File: src/rtl/evtc_pkg.sv
package evtc_pkg;

    localparam int CTRL_W    = 12;
    localparam int MODE_LSB  = 0;
    localparam int EDGE_BIT  = 4;
    localparam int OSEL_LSB  = 8;
    localparam int LATCH_BIT = 11;

    typedef enum logic [1:0] {
        MODE_HOLD  = 2'b00,
        MODE_UP    = 2'b01,
        MODE_DOWN  = 2'b10,
        MODE_HOLDX = 2'b11
    } cnt_mode_e;

    typedef enum logic [1:0] {
        OSEL_OFF   = 2'b00,
        OSEL_CE    = 2'b01,
        OSEL_LEVEL = 2'b10,
        OSEL_HELD  = 2'b11
    } osel_e;

    typedef struct packed {
        logic      latch_en;
        osel_e     osel;
        logic      neg_edge;
        cnt_mode_e mode;
    } ctrl_t;

    function automatic ctrl_t decode_ctrl(input logic [CTRL_W-1:0] w);
        ctrl_t c;
        c.mode     = cnt_mode_e'(w[MODE_LSB +: 2]);
        c.neg_edge = w[EDGE_BIT];
        c.osel     = osel_e'(w[OSEL_LSB +: 2]);
        c.latch_en = w[LATCH_BIT];
        return c;
    endfunction

endpackage

File: src/rtl/evtc_sync_edge.sv
module evtc_sync_edge #(
    parameter int STAGES = 2
) (
    input  logic clk,
    input  logic rst,
    input  logic din,
    input  logic neg_edge,
    output logic level,
    output logic evt
);
    logic [STAGES-1:0] chain;
    logic              prev;

    generate
        if (STAGES == 1) begin : g_single
            always_ff @(posedge clk) begin
                if (rst) chain <= '0;
                else     chain <= din;
            end
        end else begin : g_multi
            always_ff @(posedge clk) begin
                if (rst) chain <= '0;
                else     chain <= {chain[STAGES-2:0], din};
            end
        end
    endgenerate

    always_ff @(posedge clk) begin
        if (rst) prev <= 1'b0;
        else     prev <= chain[STAGES-1];
    end

    assign level = chain[STAGES-1];
    assign evt   = neg_edge ? (~level & prev) : (level & ~prev);

endmodule

File: src/rtl/evtc_count_core.sv
module evtc_count_core
    import evtc_pkg::*;
#(
    parameter int CNT_W = 8
) (
    input  logic             clk,
    input  logic             rst,
    input  logic             evt,
    input  cnt_mode_e        mode,
    input  logic             latch_en,
    input  logic             load_en,
    input  logic [CNT_W-1:0] load_val,
    output logic [CNT_W-1:0] count,
    output logic             held,
    output logic             ce
);
    localparam logic [CNT_W-1:0] ZERO = '0;
    localparam logic [CNT_W-1:0] ONE  = CNT_W'(1);

    logic [CNT_W-1:0] nxt;
    logic             step;
    logic             lands_zero;

    always_comb begin
        nxt  = count;
        step = 1'b0;
        if (evt && !held) begin
            unique case (mode)
                MODE_UP: begin
                    nxt  = count + ONE;
                    step = 1'b1;
                end
                MODE_DOWN: begin
                    if (count != ZERO) begin
                        nxt  = count - ONE;
                        step = 1'b1;
                    end
                end
                default: begin
                    nxt  = count;
                    step = 1'b0;
                end
            endcase
        end
    end

    assign lands_zero = step && (nxt == ZERO);

    always_ff @(posedge clk) begin
        if (rst) begin
            count <= ZERO;
            held  <= 1'b0;
            ce    <= 1'b0;
        end else if (load_en) begin
            count <= load_val;
            held  <= 1'b0;
            ce    <= 1'b0;
        end else begin
            count <= nxt;
            ce    <= lands_zero;
            if (lands_zero && latch_en) held <= 1'b1;
        end
    end

endmodule

File: src/rtl/evtc_out_mux.sv
module evtc_out_mux
    import evtc_pkg::*;
(
    input  osel_e osel,
    input  logic  ce,
    input  logic  level,
    input  logic  held,
    output logic  dout
);
    always_comb begin
        unique case (osel)
            OSEL_CE:    dout = ce;
            OSEL_LEVEL: dout = level;
            OSEL_HELD:  dout = held;
            default:    dout = 1'b0;
        endcase
    end
endmodule

File: src/rtl/evt_edge_counter.sv
module evt_edge_counter
    import evtc_pkg::*;
#(
    parameter int CNT_W       = 8,
    parameter int SYNC_STAGES = 2
) (
    input  logic              clk,
    input  logic              rst,
    input  logic              dci,
    input  logic [CTRL_W-1:0] ctrl,
    input  logic              load_en,
    input  logic [CNT_W-1:0]  load_val,
    output logic [CNT_W-1:0]  count,
    output logic              dco
);
    ctrl_t cfg;
    logic  level_w;
    logic  evt_w;
    logic  held_w;
    logic  ce_w;

    assign cfg = decode_ctrl(ctrl);

    evtc_sync_edge #(.STAGES(SYNC_STAGES)) u_sync (
        .clk      (clk),
        .rst      (rst),
        .din      (dci),
        .neg_edge (cfg.neg_edge),
        .level    (level_w),
        .evt      (evt_w)
    );

    evtc_count_core #(.CNT_W(CNT_W)) u_core (
        .clk      (clk),
        .rst      (rst),
        .evt      (evt_w),
        .mode     (cfg.mode),
        .latch_en (cfg.latch_en),
        .load_en  (load_en),
        .load_val (load_val),
        .count    (count),
        .held     (held_w),
        .ce       (ce_w)
    );

    evtc_out_mux u_mux (
        .osel  (cfg.osel),
        .ce    (ce_w),
        .level (level_w),
        .held  (held_w),
        .dout  (dco)
    );

endmodule

File: config.mk
export PLATFORM = sky130hd
export DESIGN_NAME = evt_edge_counter
export DESIGN_NICKNAME = d
export VERILOG_FILES = /design/src/rtl/evtc_pkg.sv /design/src/rtl/evtc_sync_edge.sv /design/src/rtl/evtc_count_core.sv /design/src/rtl/evtc_out_mux.sv /design/src/rtl/evt_edge_counter.sv
export SDC_FILE = /design/constraint.sdc
export NUM_CORES = 1
export LEC_CHECK = 0
export BUFFER_PORTS_ARGS = -buffer_cell sky130_fd_sc_hd__buf_4
export CAP_MARGIN = 10
export CELL_PAD_IN_SITES_DETAIL_PLACEMENT = 0
export CELL_PAD_IN_SITES_GLOBAL_PLACEMENT = 2
export CORE_MARGIN = 2
export CORE_UTILIZATION = 30
export DETAILED_ROUTE_END_ITERATION = 8
export PLACE_DENSITY_LB_ADDON = 0.1
export RECOVER_POWER = 100
export SLEW_MARGIN = 20
export SYNTH_ARGS = -nofsm -noshare
export SYNTH_HDL_FRONTEND = slang
export SYNTH_SLANG_ARGS = --single-unit
File: constraint.sdc
create_clock -name clk -period 5.77 [get_ports clk]
set_input_delay 0.577 -clock clk [delete_from_list [all_inputs] [get_ports clk]]
set_output_delay 0.577 -clock clk [all_outputs]
set_load 0.02 [all_outputs]
# Word-level counts from Yosys, hierarchy flattened
# Cells that the tools add are included.
# W data, S select, Z words.
# word_totals
ff_bits,13
in_bits,24
output_inout_bits,9
elab_cells,32
# classes
n_addsub,2
n_eq_ne,5
mux,9
bitwise,4
reduce_logical,7
# ops
cell,n
$mux W8,3
$pmux W8 S2,1
$add A8 B1 Y8 const B,1
$logic_not A8 Y1,1
$reduce_bool A8 Y1,1
$sub A8 B1 Y8 const B,1
$eq A2 B2 Y1 const B,3
$eq A2 B1 Y1 const B,2
$logic_and A1 B1 Y1,3
$mux W1,3
$pmux W1 S3,1
$and A1 B1 Y1,2
$not A1 Y1,2
$pmux W1 S2,1
$reduce_or A2 Y1,1
$logic_not A1 Y1,1

# Longest topological paths before layout
# depth
ltp_word,8
mapped_depth,9
mapped_depth_nobuf,8

# Modules after synthesis
# Synthesis repeated with hierarchy kept, for this count alone.
# unflattened
hier_cells,144
area_unflattened_um2,1047.3
# modules_own_cells
module,instances,cells_each,area_per_inst_um2,seq_area_each_um2
evtc_count_core,1,132,922.1,200.2
evtc_sync_edge,1,9,101.3,60.1
evtc_out_mux,1,3,23.8,0.0

# Worst setup path before layout
# Ideal clock, no wire load.
# synth_timing
path_kind,reg2reg
start,register u_core.count[0]
end,register u_core.held
setup_ns,0.084
t_arrival_ns,2.204
required_ns,5.686
setup_slack_ns,3.482
path_stages_with_launch,9
n_path_buf,0
period_less_slack_ns,2.288
cell_sequence,dfxtp_1 -> inv_1 -> ha_1 -> or3b_4 -> or3_1 -> and3_1 -> nor4_1 -> nand4_1 -> o31ai_2
# synth_between
elab_chain_len,7
word_cells_on_any_way,12
classes_between,add/sub (2); mux (6); reduce/logical (4)
# synth_rtl
item,line,source
from (decl),evtc_count_core.sv:13,"output logic [CNT_W-1:0] count,"
from (signal assigned),evtc_count_core.sv:55,count <= load_val;
from (signal assigned),evtc_count_core.sv:59,count <= nxt;
$sub A8 B1 Y8 or $reduce_bool A8 Y1 (tied branches),"evtc_count_core.sv:35, evtc_count_core.sv:34",
$mux W8,evtc_count_core.sv:34,if (count != ZERO) begin
$pmux W8 S2,evtc_count_core.sv:28,unique case (mode)
$mux W8,evtc_count_core.sv:27,if (evt && !held) begin
$logic_not A8 Y1,evtc_count_core.sv:47,assign lands_zero = step && (nxt == ZERO);
$logic_and A1 B1 Y1 (*),evtc_count_core.sv:47,
$logic_and A1 B1 Y1 (*),evtc_count_core.sv:61,if (lands_zero && latch_en) held <= 1'b1;
to (signal assigned),evtc_count_core.sv:52,held <= 1'b0;
to (signal assigned),evtc_count_core.sv:56,held <= 1'b0;
to (signal assigned),evtc_count_core.sv:61,
to (decl),evtc_count_core.sv:14,"output logic held,"
# Every way passes the cells marked *; elsewhere a longest branch is shown, timed or not.
# A chain may end at the register's enable or synchronous reset.

# Worst setup path after layout
# layout_timing
start,input ctrl[4]
end,register u_core.held
# layout_between
elab_chain_len,6
word_cells_on_any_way,7
classes_between,mux (3); reduce/logical (4)
# layout_rtl
item,line,source
from (decl),evt_edge_counter.sv:10,"input logic [CTRL_W-1:0] ctrl,"
$mux W1 (*),evtc_sync_edge.sv:34,assign evt = neg_edge ? (~level & prev) : (level & ~prev);
$logic_and A1 B1 Y1 (*),evtc_count_core.sv:27,
$mux W8,evtc_count_core.sv:27,
$logic_not A8 Y1,evtc_count_core.sv:47,
$logic_and A1 B1 Y1 (*),evtc_count_core.sv:47,
$logic_and A1 B1 Y1 (*),evtc_count_core.sv:61,
# Marked as above.

==> results.json <==
{
  "outcome": "finished with violations",
  "violations": "capacitance limit, slew limit",
  "gp_congestion": 0.832,
  "fmax_mhz": 297,
  "hold_class": "flip-flop to flip-flop",
  "grt_pass1_wl_mm": 4.77,
  "tightest_slew_ns": 1.54,
  "finalPower_uw": 221,
  "die_y_um": 63.4,
  "clk_latency_ns": 0.27,
  "crit_arrival_ns": 3.56,
  "placed_cell_area_um2": 1260,
  "placedCellCount": 200,
  "slew_viol_final": 15,
  "skew_ns": 0.00473,
  "finalCritPeriodShare_pct": 58.4,
  "final_nets": 188,
  "stdcell_area_um2": 1240,
  "start_util_pct": 31.4,
  "cp-start-kind": "input port",
  "netlist_area_um2": 1060,
  "grt_use_met3_pct": 1.07,
  "power.net_switching_uw": 73.1,
  "clockPowerShare_pct": 25.1,
  "dieArea_um2": 4020,
  "multi_input_area_um2": 712,
  "drv_cap": 1,
  "postCtsSetupRepairBufs": 0,
  "p_sw_share_pct": 33.0,
  "vias": 1072,
  "first_iter_violations": 41,
  "grt-busiest-layer": "met1",
  "totalWireLength_mm": 2.86,
  "drive_gt1_share_pct": 17.1,
  "clk_pin_slew_worst_paths_ns": 0.08,
  "cts.sinks": 13,
  "crit_fanout": 14,
  "rows": 21,
  "p_comb_share_pct": 28.2,
  "drc": 0,
  "synth_edf_count": 0,
  "fin_tns_setup_ns": 0,
  "cts-htree-levels": 1,
  "cts_tree": "yes",
  "ios": 33,
  "utilization_pct": 37.0,
  "crit_type": "input port to flip-flop",
  "yosys_warnings": 0,
  "use_met2_pct": 20.7,
  "cts_buffers": 3,
  "antennaDiodeCount": 0,
  "rsz0062_at_grt": "false",
  "drt_first_pass_iters": 4,
  "antenna_found_initial": 0,
  "postSynth.asyncResetShare_pct": 0,
  "fin_crit_ns": 3.37,
  "synthCells": 137,
  "synth_seq_cells": 13,
  "end_kind": "flip-flop",
  "regArea_um2": 260,
  "vias_per_cell": 5.25,
  "grt_overflow_total": 0,
  "ir_drop_v": 0.000102,
  "grt_max_degree": 17,
  "grt_use_total_pct": 14.8,
  "cts_buffer_depth": 2,
  "synth.avg_cell_area_um2": 7.72,
  "cts_resized": 0,
  "worstPathRequired_ns": 5.96,
  "port_buffers": 26,
  "met1_usage_pct": 23.5,
  "layout.cells.non_filler": 204,
  "p_per_area_nw_per_um2": 178,
  "cell_internal_pwr_uw": 148,
  "relSlewSlack_pct": -3.10,
  "setup_viol": 0,
  "cts_hold_buf": 0,
  "drt.antenna.violating_nets": 0,
  "hpwl_mm": 2.10,
  "p_leak_nw": 0.474,
  "ys_types": 44,
  "routedWlPerCell_um": 14.0,
  "synth_ff_type": "dfxtp_1",
  "seqPwrFrac_pct": 46.7,
  "syn-num-nets": 166,
  "fill_cells": 395,
  "die_w_um": 63.4,
  "cts_root_buf": "clkbuf_4",
  "core_um2": 3360,
  "ys_seq_area_share_pct": 24.6,
  "final_hold_viol_count": 0,
  "grt_pass1_vias": 935,
  "syn_to_final_growth_pct": 17.6
}
==> routing by layer <==
layer,vias up,part of all wire [%]
met4,0,0.77
met3,2,3.0
met5,-,0
li1,540,-
met1,500,53
met2,30,43
==> cell usage in the layout, fill, tap and decap left out, drive strengths merged, types with 2 or more instances in the layout <==
cell | synthesis | layout
nor2b | 9 | 9
o221ai | 4 | 4
nand3 | 7 | 7
dfxtp | 13 | 13
o31ai | 3 | 3
a21oi | 2 | 2
buf | 3 | 16
a22oi | 2 | 2
inv | 8 | 8
nand2 | 15 | 15
o21ai | 9 | 9
a211oi | 2 | 2
a21boi | 2 | 2
or3 | 2 | 2
nand2b | 3 | 3
or3b | 2 | 2
nor3 | 6 | 6
ha | 5 | 5
nand4 | 4 | 4
mux2 | 2 | 2
mux2i | 2 | 2
nor2 | 8 | 8
a31oi | 2 | 2
clkbuf | 6 | 14
and3 | 3 | 3
o21a | 4 | 4
==> power groups by stage <==
stage	clock network [mW]	registers (mW)	logic, mW
after floorplan	0	0.105	0.0440
after global placement	0	0.106	0.0656
after detailed placement	0	0.106	0.0659
after CTS	0.0583	0.104	0.0661
after global routing	0.0619	0.105	0.0697
final	0.0555	0.103	0.0624
==> stage by stage <==
| step | setup slack (ns) | hold slack [ns] |
|---|---|---|
| final | 2.40 | 0.443 |
| after global routing | 2.05 | 0.459 |
| after CTS | 3.11 | 0.442 |
| after detailed placement | 2.84 | 0.423 |
| after global placement | 2.87 | 0.418 |
| after floorplan | 3.48 | 0.414 |
==> worst paths after layout <==
path	cells after the start	slack, ns	start	to
max	7	2.40	ctrl[4]	u_core.held
min	1	0.44	u_sync.chain[0]	u_sync.chain[1]
max reg2reg	6	2.43	u_sync.chain[1]	u_core.held
min reg2reg	1	0.44	u_sync.chain[0]	u_sync.chain[1]
==> sequential cells by signal, summed over array words and instances (netlist names) <==
name and count:
u_core.count 8, u_sync.chain 2, u_core.ce 1, u_core.held 1, u_sync.prev 1
==> synthesized netlist by cell type (3+ instances only) <==
| cell | n | area [µm²] |
|---|---|---|
| and3_1 | 3 | 18.8 |
| clkbuf_1 | 6 | 22.5 |
| dfxtp_1 | 13 | 260 |
| ha_1 | 5 | 62.6 |
| inv_1 | 8 | 30.0 |
| nand2_1 | 15 | 56.3 |
| nand2b_1 | 3 | 18.8 |
| nand3_1 | 7 | 35.0 |
| nand4_1 | 4 | 25.0 |
| nor2_1 | 8 | 30.0 |
| nor2b_1 | 9 | 56.3 |
| nor3_1 | 5 | 25.0 |
| o21a_1 | 4 | 30.0 |
| o21ai_0 | 7 | 35.0 |
| o221ai_1 | 3 | 26.3 |
==> cell type report <==
cell class | instances | share of cell area, %
multi-input combinational | 107 | 57.2
inverter | 8 | 2.41
sequential | 13 | 20.9
tap | 46 | 4.63
clock buffer | 4 | 2.11
timing repair buffer | 26 | 12.7
==> critical path, stage by stage <==
cell and delay, ns:
buf_4 0.11, or3b_1 0.34, a211oi_1 1.24, o21ai_0 0.46
nor4_1 0.40, nand4_1 0.20, o31ai_2 0.25
==> cell families (layout without fill, tap and decap cells) <==
family,count (synthesis),after routing,share of synthesized area (%)
compound gates,34,34,24.9
fa+ha+maj,5,5,5.92
buf+inv,17,38,7.57
flops,13,13,24.6
mux,4,4,4.02
simple gates,64,64,33.0
Note: power is estimated with default switching activity, not from simulation.
